File: src/rtl/uart_front_pkg.sv
package uart_front_pkg;
  localparam int DATA_W = 8;
  localparam int ADDR_W = 3;

  localparam logic [ADDR_W-1:0] OFS_DATA = 3'd0;
  localparam logic [ADDR_W-1:0] OFS_IEN  = 3'd1;
  localparam logic [ADDR_W-1:0] OFS_IID  = 3'd2;
  localparam logic [ADDR_W-1:0] OFS_LCTL = 3'd3;
  localparam logic [ADDR_W-1:0] OFS_MCTL = 3'd4;
  localparam logic [ADDR_W-1:0] OFS_LSTS = 3'd5;

  localparam int LCTL_LATCH_BIT = 7;
  localparam int IEN_RX_BIT     = 0;
  localparam int IEN_TX_BIT     = 1;

  localparam logic [DATA_W-1:0] MCTL_LOOP_KEY = 8'h1A;
  localparam logic [DATA_W-1:0] MCTL_LOOP_VAL = 8'h9A;
  localparam logic [DATA_W-1:0] LSTS_IDLE     = 8'h60;

  localparam int CH_RX  = 0;
  localparam int CH_TX  = 1;
  localparam int NUM_CH = 2;

  typedef struct packed {
    logic wrLctl;
    logic wrIen;
    logic wrMctl;
    logic sendTx;
    logic popRx;
  } frontStrobe_t;
endpackage

File: src/rtl/uart_front_ctl.sv
module uart_front_ctl
  import uart_front_pkg::*;
(
  input  logic [ADDR_W-1:0] busAddr,
  input  logic              busRd,
  input  logic              busWr,
  input  logic              dlab,
  output frontStrobe_t      strb
);
  logic liveLow;

  // offsets 0 and 1 reach live registers only while the latch bit is clear
  assign liveLow = !dlab;

  always_comb begin
    strb        = '0;
    strb.wrLctl = busWr && (busAddr == OFS_LCTL);
    strb.wrMctl = busWr && (busAddr == OFS_MCTL);
    strb.wrIen  = busWr && (busAddr == OFS_IEN)  && liveLow;
    strb.sendTx = busWr && (busAddr == OFS_DATA) && liveLow;
    strb.popRx  = busRd && (busAddr == OFS_DATA) && liveLow;
  end
endmodule

File: src/rtl/uart_front_timer.sv
module uart_front_timer #(
  parameter int DELAY = 45
) (
  input  logic clk,
  input  logic rstN,
  input  logic load,
  input  logic cancel,
  output logic expire
);
  localparam int CW = (DELAY < 2) ? 1 : $clog2(DELAY + 1);
  localparam logic [CW-1:0] LOAD_VAL = CW'(DELAY);
  localparam logic [CW-1:0] ONE      = CW'(1);

  logic [CW-1:0] cnt;
  logic          running;

  assign expire = running && (cnt == ONE) && !load && !cancel;

  always_ff @(posedge clk or negedge rstN) begin
    if (!rstN) begin
      cnt     <= '0;
      running <= 1'b0;
    end else if (cancel) begin
      running <= 1'b0;
    end else if (load) begin
      cnt     <= LOAD_VAL;
      running <= 1'b1;
    end else if (running) begin
      if (cnt == ONE) running <= 1'b0;
      else            cnt     <= cnt - ONE;
    end
  end
endmodule

File: src/rtl/uart_front_irq.sv
module uart_front_irq
  import uart_front_pkg::*;
#(
  parameter int DELAY = 45
) (
  input  logic         clk,
  input  logic         rstN,
  input  frontStrobe_t strb,
  input  logic [1:0]   wrBits,
  input  logic [1:0]   ienEn,
  input  logic         rxValid,
  output logic         pendTx,
  output logic         pendRx,
  output logic         irq
);
  logic [NUM_CH-1:0] ld, cn, ex, setP, clrP, pend;
  logic rxSeen;
  logic rxArrive;

  assign rxArrive = rxValid && !rxSeen;

  always_ff @(posedge clk or negedge rstN) begin
    if (!rstN) rxSeen <= 1'b0;
    else       rxSeen <= rxValid;
  end

  always_comb begin
    ld[CH_TX]   = (strb.sendTx && ienEn[IEN_TX_BIT]) || (strb.wrIen && wrBits[IEN_TX_BIT]);
    cn[CH_TX]   = strb.wrIen && !wrBits[IEN_TX_BIT];
    clrP[CH_TX] = strb.sendTx || cn[CH_TX];
    setP[CH_TX] = ex[CH_TX] && ienEn[IEN_TX_BIT];

    ld[CH_RX]   = (strb.popRx && ienEn[IEN_RX_BIT]) ||
                  (strb.wrIen && wrBits[IEN_RX_BIT] && rxValid);
    cn[CH_RX]   = strb.wrIen && !(wrBits[IEN_RX_BIT] && rxValid);
    clrP[CH_RX] = strb.popRx || cn[CH_RX];
    setP[CH_RX] = (ex[CH_RX] && ienEn[IEN_RX_BIT] && rxValid) ||
                  (rxArrive && ienEn[IEN_RX_BIT]);
  end

  for (genvar ch = 0; ch < NUM_CH; ch++) begin : g_chan
    logic pendQ;

    uart_front_timer #(.DELAY(DELAY)) u_timer (
      .clk    (clk),
      .rstN   (rstN),
      .load   (ld[ch]),
      .cancel (cn[ch]),
      .expire (ex[ch])
    );

    always_ff @(posedge clk or negedge rstN) begin
      if (!rstN)         pendQ <= 1'b0;
      else if (clrP[ch]) pendQ <= 1'b0;
      else if (setP[ch]) pendQ <= 1'b1;
    end

    assign pend[ch] = pendQ;
  end

  assign pendTx = pend[CH_TX];
  assign pendRx = pend[CH_RX];
  assign irq    = |pend;
endmodule

File: src/rtl/uart_front_dp.sv
module uart_front_dp
  import uart_front_pkg::*;
(
  input  logic              clk,
  input  logic              rstN,
  input  frontStrobe_t      strb,
  input  logic [ADDR_W-1:0] busAddr,
  input  logic              busRd,
  input  logic [DATA_W-1:0] busWdata,
  input  logic              rxValid,
  input  logic [DATA_W-1:0] rxData,
  input  logic              irqAny,
  output logic [DATA_W-1:0] busRdata,
  output logic              rxReady,
  output logic              txValid,
  output logic [DATA_W-1:0] txData,
  output logic [DATA_W-1:0] lctlQ,
  output logic [DATA_W-1:0] ienQ
);
  logic [DATA_W-1:0] mctlQ;
  logic [DATA_W-1:0] rdMux;
  logic              dlab;

  assign dlab    = lctlQ[LCTL_LATCH_BIT];
  assign rxReady = strb.popRx && rxValid;

  always_ff @(posedge clk or negedge rstN) begin
    if (!rstN) begin
      lctlQ   <= '0;
      ienQ    <= '0;
      mctlQ   <= '0;
      txValid <= 1'b0;
      txData  <= '0;
    end else begin
      if (strb.wrLctl) lctlQ <= busWdata;
      if (strb.wrIen)  ienQ  <= busWdata;
      if (strb.wrMctl && (busWdata == MCTL_LOOP_KEY)) mctlQ <= MCTL_LOOP_VAL;
      txValid <= strb.sendTx;
      if (strb.sendTx) txData <= busWdata;
    end
  end

  always_comb begin
    rdMux = '0;
    case (busAddr)
      OFS_DATA: rdMux = (!dlab && rxValid) ? rxData : '0;
      OFS_IEN:  rdMux = dlab ? '0 : ienQ;
      OFS_IID:  rdMux = {{(DATA_W-1){1'b0}}, !irqAny};
      OFS_LCTL: rdMux = lctlQ;
      OFS_LSTS: rdMux = LSTS_IDLE | {{(DATA_W-1){1'b0}}, rxValid};
      default:  rdMux = '0;
    endcase
  end

  assign busRdata = busRd ? rdMux : '0;
endmodule

File: src/rtl/legacy_uart_regs.sv
module legacy_uart_regs
  import uart_front_pkg::*;
#(
  parameter int DELAY = 45
) (
  input  logic              clk,
  input  logic              rstN,
  input  logic [ADDR_W-1:0] busAddr,
  input  logic              busRd,
  input  logic              busWr,
  input  logic [DATA_W-1:0] busWdata,
  output logic [DATA_W-1:0] busRdata,
  input  logic              rxValid,
  input  logic [DATA_W-1:0] rxData,
  output logic              rxReady,
  output logic              txValid,
  output logic [DATA_W-1:0] txData,
  output logic              irq
);
  frontStrobe_t      strb;
  logic [DATA_W-1:0] lctlQ;
  logic [DATA_W-1:0] ienQ;
  logic [1:0]        ienEn;
  logic              dlab;
  logic              pendTx;
  logic              pendRx;

  assign dlab  = lctlQ[LCTL_LATCH_BIT];
  assign ienEn = ienQ[1:0];

  uart_front_ctl u_ctl (
    .busAddr (busAddr),
    .busRd   (busRd),
    .busWr   (busWr),
    .dlab    (dlab),
    .strb    (strb)
  );

  uart_front_dp u_dp (
    .clk      (clk),
    .rstN     (rstN),
    .strb     (strb),
    .busAddr  (busAddr),
    .busRd    (busRd),
    .busWdata (busWdata),
    .rxValid  (rxValid),
    .rxData   (rxData),
    .irqAny   (irq),
    .busRdata (busRdata),
    .rxReady  (rxReady),
    .txValid  (txValid),
    .txData   (txData),
    .lctlQ    (lctlQ),
    .ienQ     (ienQ)
  );

  uart_front_irq #(.DELAY(DELAY)) u_irq (
    .clk     (clk),
    .rstN    (rstN),
    .strb    (strb),
    .wrBits  (busWdata[1:0]),
    .ienEn   (ienEn),
    .rxValid (rxValid),
    .pendTx  (pendTx),
    .pendRx  (pendRx),
    .irq     (irq)
  );
endmodule

File: config.mk
export PLATFORM = sky130hd
export DESIGN_NAME = legacy_uart_regs
export DESIGN_NICKNAME = d
export VERILOG_FILES = /design/src/rtl/uart_front_pkg.sv /design/src/rtl/uart_front_ctl.sv /design/src/rtl/uart_front_timer.sv /design/src/rtl/uart_front_irq.sv /design/src/rtl/uart_front_dp.sv /design/src/rtl/legacy_uart_regs.sv
export SDC_FILE = /design/constraint.sdc
export NUM_CORES = 1
export LEC_CHECK = 0
export ABC_AREA = 0
export CAP_MARGIN = 20
export CORE_AREA = 5 5 66 91
export CTS_BUF_LIST = sky130_fd_sc_hd__clkbuf_8
export CTS_CLUSTER_DIAMETER = 40
export DETAILED_ROUTE_END_ITERATION = 10
export DIE_AREA = 0 0 71 96
export PLACE_DENSITY = 0.72
export SYNTH_ARGS = -nofsm -noshare
export SYNTH_HDL_FRONTEND = slang
export SYNTH_SLANG_ARGS = --single-unit
File: constraint.sdc
create_clock -name clk -period 2 [get_ports clk]
set_input_delay 0.2 -clock clk [delete_from_list [all_inputs] [get_ports clk]]
set_output_delay 0.2 -clock clk [all_outputs]
set_load 0.01 [all_outputs]
## Word level (Yosys, flattened, before mapping)

Cells that the tools add are included.

- Word-level logic and storage cells: 95
- Bits in registers: 42
- Input bits: 24
- Output and inout bits: 19

- Bitwise operators: 2
- Equal/unequal tests: 8
- Add/subtract/negate cells: 2
- Reductions and logical operators: 50
- Mux-type cells: 22

Operator list:

| operator | count |
|---|---|
| 8-bit case mux with 5 select lines | 1 |
| 6-bit two-way mux | 6 |
| 1-bit logical AND | 28 |
| 8-bit two-way mux | 3 |
| 6-bit by 1-bit == test with 1-bit output (second input constant) | 2 |
| 1-bit two-way mux | 12 |
| 6-bit by 1-bit subtractor with 6-bit output (second input constant) | 2 |
| 1-bit zero test | 9 |
| 2-bit nonzero test | 4 |
| 3-bit by 2-bit == test with 1-bit output (second input constant) | 2 |
| 3-bit AND reduction | 2 |
| 1-bit logical OR | 5 |
| 2-bit inequality test (second input constant) | 2 |
| 3-bit by 1-bit == test with 1-bit output (second input constant) | 1 |
| 3-bit == test (second input constant) | 1 |
| 3-bit zero test | 1 |
| 1-bit inverter | 2 |
| 2-bit OR reduction | 1 |

## Depth between registers and ports, before layout

Gate-level depths: netlist (run 1).

- Depth after elaboration: 14
- Gate-level depth with buffers: 7
- Gate-level depth less buffers: 6

## Hierarchy

Synthesis (run 1) repeated with hierarchy kept, for this count alone.

- Cell total of the unflattened synthesis: 214
- Area, all modules: 2431.1 µm²

By module, submodules not included:

| module | sequential area each (µm²) | cells each | instances | area each (µm²) |
|---|---|---|---|---|
| uart_front_dp | 625.6 | 105 | 1 | 1248.7 |
| uart_front_timer | 175.2 | 44 | 2 | 464.2 |
| uart_front_irq | 75.1 | 13 | 1 | 177.7 |
| uart_front_ctl | 0.0 | 8 | 1 | 76.3 |

## Least setup slack after synthesis (run 1)

OpenSTA, ideal clock, no wires.

- Kind: flip-flop to flip-flop
- Start point: reg u_dp.lctlQ[7]
- End point: reg u_irq.g_chan[1].u_timer.cnt[0]
- Path buffers: 1
- Library setup time: 0.131 ns
- Cell stages (with the launch flop): 6
- Arrival: 1.742 ns
- Required time: 1.869 ns
- Period minus slack after synthesis: 1.873 ns
- Path slack: 0.127 ns
- Cells stage by stage: dfrtp_1 > buf_6 > or3b_4 > or3_4 > and3_1 > or3_1

- Cells in the longest elaborated chain, start to end: 6
- Elaborated cells between the ends (all ways): 12
- Classes of those cells: 1 x eq/ne; 1 x mux; 1 x bitwise; 9 x reduce/logical

RTL lines:

| what | RTL line | text |
|---|---|---|
| from (decl) | uart_front_dp.sv:17 | `output logic [DATA_W-1:0] lctlQ,` |
| from (signal assigned) | uart_front_dp.sv:35 | `if (strb.wrLctl) lctlQ <= busWdata;` |
| 1-bit zero test (*) | uart_front_ctl.sv:13 | `assign liveLow = !dlab;` |
| 1-bit logical AND (on tied branches) | uart_front_ctl.sv:20, uart_front_ctl.sv:19 |  |
| 1-bit logical AND | uart_front_irq.sv:28 | `ld[CH_TX] = (strb.sendTx && ienEn[IEN_TX_BIT]) \|\| (strb.wrIen && wrBits[IEN_TX_BIT]);` |
| 1-bit logical OR | uart_front_irq.sv:28 |  |
| 2-bit inequality test (no source line) / 2-bit nonzero test (equally long branches) | - |  |
| 3-bit AND reduction (no source line) | - |  |
| to (signal assigned) | uart_front_timer.sv:30 | `else cnt <= cnt - ONE;` |
| to (decl) | uart_front_timer.sv:14 | `logic [CW-1:0] cnt;` |

Every way passes the cells marked *; elsewhere a longest branch is shown, timed or not.
A chain may end at the register's enable or synchronous reset.

## Worst setup path after layout (run 1)

- Start point: reg u_dp.lctlQ[7]
- End point: out busRdata[3]

- Cells in the longest elaborated chain, start to end: 5
- Elaborated cells between the ends (all ways): 6
- Classes of those cells: 4 x mux; 2 x reduce/logical

RTL lines:

| what | RTL line | text |
|---|---|---|
| 1-bit zero test | uart_front_dp.sv:46 | `OFS_DATA: rdMux = (!dlab && rxValid) ? rxData : '0;` |
| 1-bit logical AND | uart_front_dp.sv:46 |  |
| 8-bit two-way mux | uart_front_dp.sv:46 |  |
| 8-bit case mux with 5 select lines (*) | uart_front_dp.sv:45 | `case (busAddr)` |
| 8-bit two-way mux (*) | uart_front_dp.sv:55 | `assign busRdata = busRd ? rdMux : '0;` |
| to (decl) | legacy_uart_regs.sv:12 | `output logic [DATA_W-1:0] busRdata,` |

Marks and branches as above.

==> flow_metrics.py, run 1 <==
metrics = {
    "status": {
        "status": "finished clean",
    },
    "synth": {
        "syn_area_per_cell_sq_um": 9.84,
        "ys_warn_count": 0,
        "ys_seq_elements": 42,
        "syn_inst": 225,
        "synth.most_common_cell": "dfrtp_1",
        "yosys.area.top_type_share_pct": 47.5,
        "synth_area_sq_um": 2210,
        "ys_top_cells_by_area": "dfrtp_1 47%, mux2_2 8.6%, nand2_1 5.8%, nor2_1 2.4%, a21oi_1 2.3%",
        "synthTopCellsByCount": "42 x dfrtp_1, 34 x nand2_1, 17 x mux2_2",
        "ys.flop_type": "dfrtp_1",
        "synth-async-reset-ratio_pct": 100,
        "synth_edf_count": 0,
        "synth_fp_nets": 253,
        "ys_types": 49,
        "ys_seq_area_share_pct": 47.5,
        "synth.largest_area_cell": "dfrtp_1",
    },
    "sta": {
        "fin_skew_ns": 0.00396,
        "fmax_mhz": 511,
        "fin_crit_ns": 1.96,
        "slew_headroom_pct": 64.5,
        "setup-violations-final": 0,
        "tightest_slew_ns": 0.533,
        "finalCritPeriodShare_pct": 97.9,
        "slew_viol_final": 0,
        "worst_slack_ns": 0.0419,
        "rsz0062_at_grt": "yes",
        "tns_ns": 0,
        "hold_viol": 0,
        "holdWs_ns": 0.480,
    },
    "grt": {
        "grt_use_total_pct": 17.1,
        "grt_antenna_before_repair": 0,
        "grt_overflow": 0,
        "grt_max_degree": 43,
        "grt_pass1_wl_mm": 9.20,
        "grt_pass1_vias": 1995,
    },
    "flow_run": {
        "drv_cap": 0,
    },
    "cts": {
        "h-tree-depth": 2,
        "clockBufferDepth": 2,
        "clk_pin_slew_ns": 0.07,
        "cts-root-buf": "clkbuf_8",
        "cts_buffers": 5,
        "cts_tree": "built",
        "insertion_delay_ns": 0.29,
        "cts_num_sinks": 42,
    },
    "floorplanning": {
        "die_area_sq_um": 6820,
        "initial_utilization_pct": 43.2,
        "ios": 43,
        "coreArea_sq_um": 5120,
        "fp.dieW_um": 71,
        "rows": 31,
        "die_y_um": 96,
    },
    "drt": {
        "wirelength_mm": 5.46,
        "viasPerCell": 5.27,
        "drc": 0,
        "antenna_left": 0,
        "dr_total_vias": 1949,
        "drt_pass1_iterations": 4,
        "wl_per_cell_um": 14.8,
        "drt_iter0_drc": 93,
    },
    "worst_setup_path": {
        "slowest_delay_ns": 0.41,
        "start_kind": "flop",
        "cp_num_buf_inv": 3,
        "slowest_stage": "dfrtp_1",
        "critical_path.top_delay_family": "buffers and inverters",
        "critPathArrivalTime_ns": 1.76,
        "critPathMaxFanout": 6,
        "required_ns": 1.80,
        "end_kind": "output pin",
        "critical_path_class": "flop to output pin",
        "crit_chain": "buf_4 > nor2_1 > buf_4 > a22o_1 > a22oi_1 > nor2_1 > dlygate4sd2_1",
    },
    "placement": {
        "place_inst": 359,
        "place.gp.congestion": 0.778,
        "port-buffer-count": 42,
        "post-place-ws_ns": -0.274,
        "dp_hpwl_mm": 4.12,
    },
    "cells_and_area": {
        "post-route-util_pct": 60.1,
        "stdcell_count": 370,
        "syn_to_final_growth_pct": 39.1,
        "n_fill_cell": 446,
        "layout-drive-gt1-share_pct": 26.6,
        "fin_nets": 332,
        "antennaDiodeCount": 0,
    },
    "worst_hold_path": {
        "hp-class": "flop to flop",
    },
    "power": {
        "ir_worst_vdd_mv": 0.545,
        "power_density_nw_per_um2": 965,
        "leakage_nw": 1.41,
    },
}
## metal layers
layer	vias to the layer above	part of all wire (%)	track usage, %
met3	8	4.1	3.66
met1	934	43	19.6
li1	957	-	-
met2	50	51	31.2
met5	-	0	0
met4	0	1.7	5.96
## through the flow
step | area (sq um) | total power, mW
after floorplan | 2210 | 1.89
after global placement | 2930 | 2.28
after detailed placement | 2930 | 2.31
after CTS | 3070 | 3.00
after global routing | 3080 | 3.18
final | 3080 | 2.97
## placed cells by master (no fill, tap or decap), types with 2 or more instances in the layout
master,n
a21oi_1,10
nor2b_1,3
o21ai_0,8
ha_1,4
a21o_1,2
mux2i_1,2
dfrtp_1,42
or3_1,4
nand2_1,34
a22oi_1,6
nand3_1,4
dlygate4sd2_1,7
and3_1,6
o21a_1,2
a22o_1,4
nor3b_1,2
nor4_1,2
clkdlybuf4s50_1,32
or3_4,2
nand3b_1,4
nor2_1,14
nand4_1,2
mux2_2,17
nor3_1,5
clkbuf_2,2
buf_4,38
inv_1,7
clkbuf_8,6
nand2b_1,5
## final timing paths
| check | startpoint | to | slack [ns] | cells past startpoint |
|---|---|---|---|---|
| min | u_dp.txData[5]$_DFFE_PN0N_ | u_dp.txData[5]$_DFFE_PN0N_ | 0.48 | 2 |
| max | u_dp.lctlQ[7]$_DFFE_PN0P_ | busRdata[3] | 0.04 | 7 |
| max reg2reg | u_dp.lctlQ[7]$_DFFE_PN0P_ | u_irq.g_chan[1].u_timer.cnt[0]$_DFFE_PN0P_ | 0.05 | 5 |
| min reg2reg | u_dp.txData[5]$_DFFE_PN0N_ | u_dp.txData[5]$_DFFE_PN0N_ | 0.48 | 2 |
| max in group asynchronous | rstN | u_irq.g_chan[1].u_timer.cnt[5]$_DFFE_PN0P_ | 1.11 | 3 |
| min in group asynchronous | rstN | u_dp.txData[3]$_DFFE_PN0N_ | 0.52 | 3 |
## report_power, final
group,leakage [nW],switching (mW),internal [mW]
sequential,0.507,0.192,1.09
combinational,0.841,0.452,0.558
clock,0.0573,0.274,0.399
## area by class of cell
| class | count | area (sq um) | share of cell area (%) |
|---|---|---|---|
| Clock inverter | 1 | 30.0 | 0.976 |
| Timing Repair Buffer | 81 | 692 | 22.5 |
| Inverter | 8 | 33.8 | 1.10 |
| Clock buffer | 6 | 82.6 | 2.68 |
| Sequential cell | 42 | 1050 | 34.1 |
| Multi-Input combinational cell | 165 | 1100 | 35.8 |
| Timing Repair inverter | 1 | 5.00 | 0.163 |
| Tap cell | 66 | 82.6 | 2.68 |
## worst min-delay path: cells and delay by family (launching register included)
kind	cells	cell delay (ns)
flops	1	0.35
simple gates	2	0.10
## registers in the layout, indices dropped and copies added (netlist names)
signal and flops:
u_irq.rxSeen 1, u_irq.pendTx 1, u_irq.pendRx 1, u_dp.txValid 1, u_dp.txData 8, u_dp.lctlQ 8
u_dp.ienQ 8, u_irq.g_chan.u_timer.cnt 12, u_irq.g_chan.u_timer.running 2
## cells by family after synthesis
kind of cell,synth area share [%]
and+or+nand+nor,22.7
buffers and inverters,3.50
AOI/OAI and AO/OA,14.5
DFF,47.5
muxes,9.55
adders and majority gates,2.26
## timing repair
action,4_1_cts,5_1_grt
setup endpoints to repair,9,12
hold buffers,1,0
setup buffers,2,0
pin swaps,0,1
resized for setup,13,7
cloned,0,1
hold endpoints to repair,42,0
Note: power is estimated with default switching activity, not from simulation.
==> inputs of run 2 (changes only) <==
MAX_ROUTING_LAYER = met4   (was not set)
SLEW_MARGIN = 40   (was not set)
==> run 2 against run 1 <==
Compared with the run above: power hardly changed; critical path type unchanged; highest routed layer unchanged; first-iteration DRC count fell by 20%; clock power hardly changed; sequential cell count is the same; clock skew is essentially flat; utilization stayed put.
==> flow_metrics.py, run 2 (same netlist as run 1, synthesis figures left out) <==
metrics = {
    "sta": {
        "slew_headroom_pct": 64.9,
        "fin_skew_ns": 0.00373,
        "hold_viol": 0,
        "fmax_mhz": 510,
        "fin_crit_ns": 1.96,
        "rsz0062_at_grt": "yes",
        "setup-violations-final": 0,
        "slew_viol_final": 0,
        "tightest_slew_ns": 0.526,
        "holdWs_ns": 0.480,
        "finalCritPeriodShare_pct": 98.0,
        "tns_ns": 0,
    },
    "worst_hold_path": {
        "hp-class": "flop to flop",
    },
    "power": {
        "power_density_nw_per_um2": 964,
        "ir_worst_vdd_mv": 0.545,
        "power_switching_mw": 0.915,
        "p_seq_share_pct": 43.3,
        "p_comb_share_pct": 34.0,
        "p_int_mw": 2.05,
        "leakage_nw": 1.41,
        "clkPwrFrac_pct": 22.7,
        "switching_share_pct": 30.9,
    },
    "drt": {
        "dr_total_vias": 1946,
        "drc": 0,
        "viasPerCell": 5.26,
        "antenna_left": 0,
        "drt_pass1_iterations": 4,
        "wirelength_mm": 5.44,
        "wl_per_cell_um": 14.7,
        "drt_iter0_drc": 74,
    },
    "cells_and_area": {
        "layout-drive-gt1-share_pct": 26.6,
        "final_cell_mix": "42 x dfrtp_1, 38 x buf_4, 34 x nand2_1, 32 x clkdlybuf4s50_1, 17 x mux2_2",
        "n_fill_cell": 446,
        "post-route-util_pct": 60.1,
        "largest_reg_flops": 12,
        "syn_to_final_growth_pct": 39.1,
        "antennaDiodeCount": 0,
        "stdcell_count": 370,
        "design_area_sq_um": 3080,
        "fin_nets": 332,
        "largest_register": "u_irq.g_chan.u_timer.cnt",
        "layout_commonest_cell": "dfrtp_1",
    },
    "cts": {
        "clockBufferDepth": 2,
        "cts-root-buf": "clkbuf_8",
        "cts_num_sinks": 42,
        "insertion_delay_ns": 0.28,
        "cts_tree": "built",
        "clk_pin_slew_ns": 0.07,
        "h-tree-depth": 2,
        "cts_buffers": 5,
    },
    "placement": {
        "place_area_sq_um": 2930,
        "dp_hpwl_mm": 4.12,
        "place.gp.congestion": 0.788,
        "place_inst": 359,
        "port-buffer-count": 42,
    },
    "worst_setup_path": {
        "required_ns": 1.80,
        "start_kind": "flop",
        "critical_path_class": "flop to output pin",
        "critPathMaxFanout": 6,
        "end_kind": "output pin",
        "critPathArrivalTime_ns": 1.76,
    },
    "floorplanning": {
        "rows": 31,
        "die_area_sq_um": 6820,
        "fp.dieW_um": 71,
        "initial_utilization_pct": 43.2,
        "die_y_um": 96,
        "coreArea_sq_um": 5120,
        "ios": 43,
    },
    "grt": {
        "grt_overflow": 0,
        "grt_antenna_before_repair": 0,
        "grt_max_degree": 43,
        "grt_pass1_wl_mm": 9.18,
        "grt_use_total_pct": 17.6,
        "grt_pass1_vias": 1999,
    },
    "flow_run": {
        "drv_cap": 0,
    },
    "status": {
        "status": "finished clean",
    },
}
==> run 2: cell counts in the layout (fill, tap and decap cells not counted) <==
Identical to the previous run, type by type.
==> run 2: per-stage QoR <==
stage               power (mW)  setup WS, ns
floorplan                 1.89         0.127
finish                    2.97        0.0394
CTS                       3.00        0.0165
global placement          2.28        -0.204
detailed placement        2.31        -0.274
global route              3.18       -0.0363
==> run 2: worst paths after layout <==
| check | from | end | slack, ns | cells past startpoint |
|---|---|---|---|---|
| max | u_dp.lctlQ[7]$_DFFE_PN0P_ | busRdata[3] | 0.04 | 7 |
| min | u_dp.txData[6]$_DFFE_PN0N_ | u_dp.txData[6]$_DFFE_PN0N_ | 0.48 | 2 |
| max reg2reg | u_dp.lctlQ[7]$_DFFE_PN0P_ | u_irq.g_chan[1].u_timer.cnt[0]$_DFFE_PN0P_ | 0.05 | 5 |
| min reg2reg | u_dp.txData[6]$_DFFE_PN0N_ | u_dp.txData[6]$_DFFE_PN0N_ | 0.48 | 2 |
| max in group asynchronous | rstN | u_irq.g_chan[1].u_timer.cnt[5]$_DFFE_PN0P_ | 1.12 | 3 |
| min in group asynchronous | rstN | u_dp.txData[3]$_DFFE_PN0N_ | 0.52 | 3 |
==> run 2: layout make-up <==
class | count | area, sq um | area share (%)
timing repair buffer | 81 | 692 | 22.5
tap | 66 | 82.6 | 2.68
clock inverter | 1 | 30.0 | 0.976
timing repair inverter | 1 | 5.00 | 0.163
multi-input combinational | 165 | 1100 | 35.8
clock buffer | 6 | 82.6 | 2.68
sequential | 42 | 1050 | 34.1
inverter | 8 | 33.8 | 1.10
==> run 2: power groups by stage <==
stage                     Sequential [mW]  Combinational [mW]  Clock, mW
final                                1.28                1.01      0.673
after global routing                 1.33                1.13      0.726
after CTS                            1.28                1.02      0.695
after detailed placement             1.30                1.00          0
after global placement               1.29               0.983          0
after floorplan                      1.26               0.626          0
==> run 2: what timing repair did <==
action / CTS / global route
resized for setup: 13 / 7
setup endpoints to repair: 9 / 12
gates cloned: 0 / 1
buffers inserted: 2 / 0
endpoints found under the hold margin: 42 / 0
hold buffers: 1 / 0
pin swaps: 0 / 1
==> run 2: worst max-delay path, cell delays in order (launching register included) <==
cell and delay, ns:
dfrtp_1 0.41, buf_4 0.16, nor2_1 0.06, buf_4 0.15, a22o_1 0.20, a22oi_1 0.16, nor2_1 0.05, dlygate4sd2_1 0.28
==> run 2: layer usage <==
layer,global-route usage (%),vias to the layer above,routed length [um]
met3,3.66,8,231
met4,5.96,0,93
met1,19.6,936,2300
li1,-,956,-
met2,31.3,46,2810
met5,-,-,0
==> inputs of run 3 (changes only) <==
CORE_AREA = 4 4 65 90   (was 5 5 66 91)
DIE_AREA = 0 0 69 94   (was 0 0 71 96)
==> run 3 against run 2 <==
Compared with the run above: routed wire length increased by 2.3%; worst setup slack got worse by 0.011 ns; register-to-register slack got worse by 0.02 ns; largest cell class unchanged; largest power group unchanged.
==> flow_metrics.py, run 3 (same netlist as run 1, synthesis figures left out) <==
metrics = {
    "worst_setup_path": {
        "rrSetupSlack_ns": 0.03,
        "cp_num_buf_inv": 1,
        "r2r_start": "u_dp.lctlQ[7]$_DFFE_PN0P_",
        "start_kind": "flop",
        "critical_path.top_delay_family": "simple AND/OR/NAND/NOR gates",
        "critPathMaxFanout": 4,
        "crit_chain": "buf_6 > or3b_4 > or3_4 > and3_4 > or3_1",
        "end_kind": "flop",
        "critical_path_class": "flop to flop",
        "reg2regPathDepth": 5,
        "required_ns": 2.17,
        "critPathArrivalTime_ns": 2.14,
        "slowest_delay_ns": 0.45,
        "r2r-end": "u_irq.g_chan[1].u_timer.cnt[0]$_DFFE_PN0P_",
        "slowest_stage": "dfrtp_2",
    },
    "grt": {
        "grt_use_total_pct": 18.3,
        "grt_pass1_vias": 1920,
        "grt_pass1_wl_mm": 9.18,
        "grt_overflow": 0,
        "grt_antenna_before_repair": 0,
        "grt_max_degree": 43,
    },
    "sta": {
        "tightest_slew_ns": 0.534,
        "fin_skew_ns": 0.00989,
        "rsz0062_at_grt": "yes",
        "fmax_mhz": 507,
        "finalCritPeriodShare_pct": 98.6,
        "fin_crit_ns": 1.97,
        "slew_headroom_pct": 64.4,
        "slew_viol_final": 0,
        "setup-violations-final": 0,
        "hold_viol": 0,
    },
    "cells_and_area": {
        "final_cell_mix": "41 x dfrtp_1, 36 x buf_4, 34 x nand2_1, 30 x clkdlybuf4s50_1, 17 x mux2_2",
        "antennaDiodeCount": 0,
        "largest_reg_flops": 12,
        "n_fill_cell": 445,
        "layout_commonest_cell": "dfrtp_1",
        "syn_to_final_growth_pct": 40.8,
        "post-route-util_pct": 60.9,
        "largest_register": "u_irq.g_chan.u_timer.cnt",
        "layout-drive-gt1-share_pct": 27.5,
        "fin_nets": 332,
        "stdcell_count": 371,
    },
    "drt": {
        "drt_pass1_iterations": 4,
        "viasPerCell": 5.29,
        "drc": 0,
        "drt_iter0_drc": 64,
        "wl_per_cell_um": 15.0,
        "antenna_left": 0,
        "wirelength_mm": 5.56,
        "dr_total_vias": 1964,
    },
    "power": {
        "switching_share_pct": 31.9,
        "p_seq_share_pct": 43.1,
        "power_switching_mw": 0.952,
        "power_mw": 2.99,
        "clkPwrFrac_pct": 22.2,
        "power_density_nw_per_um2": 959,
        "ir_worst_vdd_mv": 0.489,
        "p_comb_share_pct": 34.7,
        "p_int_mw": 2.03,
        "leakage_nw": 1.42,
    },
    "flow_run": {
        "drv_cap": 0,
    },
    "cts": {
        "cts-root-buf": "clkbuf_8",
        "insertion_delay_ns": 0.29,
        "clockBufferDepth": 2,
        "h-tree-depth": 2,
        "clk_pin_slew_ns": 0.08,
        "cts_buffers": 5,
        "cts_tree": "built",
        "cts_num_sinks": 42,
    },
    "placement": {
        "port-buffer-count": 42,
        "place.gp.congestion": 0.793,
        "place_inst": 356,
        "dp_hpwl_mm": 4.00,
    },
    "floorplanning": {
        "ios": 43,
        "coreArea_sq_um": 5120,
        "die_area_sq_um": 6490,
        "initial_utilization_pct": 43.2,
        "fp.dieW_um": 69,
        "die_y_um": 94,
        "rows": 31,
    },
    "worst_hold_path": {
        "min_path_cells": 2,
        "hp-class": "flop to flop",
        "hp-start": "u_dp.txData[3]$_DFFE_PN0N_",
        "worstHoldEndpoint": "u_dp.txData[3]$_DFFE_PN0N_",
    },
    "status": {
        "status": "finished clean",
    },
}
run 3: layer usage:
layer | up-vias | track usage (%) | share of wire (%)
met3 | 14 | 3.96 | 4.3
met4 | 0 | 8.47 | 3.1
li1 | 959 | - | -
met1 | 937 | 20.3 | 42
met2 | 54 | 31.4 | 51
met5 | - | - | 0
run 3: timing repair:
action | 4_1_cts | 5_1_grt
gates resized for setup | 15 | 13
gates cloned | 0 | 1
setup buffers | 5 | 0
endpoints found under the hold margin | 40 | 0
setup endpoints to repair | 10 | 19
hold buffers | 1 | 0
pin swaps | 3 | 0
run 3: through the flow:
step | hold slack, ns | setup TNS (ns) | setup slack [ns] | area [sq um]
floorplan | -0.0956 | 0 | 0.127 | 2210
global placement | 0.298 | -2.57 | -0.234 | 2910
detailed placement | 0.311 | -3.64 | -0.332 | 2910
CTS | 0.483 | 0 | 0.000182 | 3070
global route | 0.477 | -0.0871 | -0.0426 | 3120
finish | 0.479 | 0 | 0.0281 | 3120
run 3: cell type report:
cell class | instances | area, sq um | share of cell area [%]
multi-input cells | 165 | 1130 | 36.1
flip-flops and latches | 42 | 1050 | 33.8
repair buffers | 81 | 706 | 22.7
well taps | 66 | 82.6 | 2.65
clock buffers | 5 | 68.8 | 2.21
clock inverters | 3 | 41.3 | 1.33
inverters | 8 | 33.8 | 1.08
repair inverters | 1 | 5.00 | 0.161
run 3: worst max-delay path by stage:
stage,from,to,depth (start not counted)
2_1_floorplan,u_dp.lctlQ[7]$_DFFE_PN0P_,u_irq.g_chan[1].u_timer.cnt[0]$_DFFE_PN0P_,5
3_3_place_gp,busAddr[0],busRdata[5],6
3_5_place_dp,busAddr[0],busRdata[5],6
4_1_cts,u_dp.lctlQ[7]$_DFFE_PN0P_,u_irq.g_chan[1].u_timer.cnt[0]$_DFFE_PN0P_,5
5_1_grt,busAddr[0],busRdata[5],6
6_report,u_dp.lctlQ[7]$_DFFE_PN0P_,u_irq.g_chan[1].u_timer.cnt[0]$_DFFE_PN0P_,5
run 3: worst reg2reg max path: cells and delay by family (launching register included):
kind / cells / cell delay, ns
flip-flops: 1 / 0.45
AND/OR/NAND/NOR: 4 / 1.25
buffers and inverters: 1 / 0.14
run 3: power groups by stage:
stage / Combinational, mW / Sequential, mW / Clock, mW
floorplan: 0.626 / 1.26 / 0
global placement: 0.980 / 1.29 / 0
detailed placement: 1.01 / 1.29 / 0
CTS: 1.02 / 1.28 / 0.686
global route: 1.14 / 1.33 / 0.742
finish: 1.04 / 1.29 / 0.663
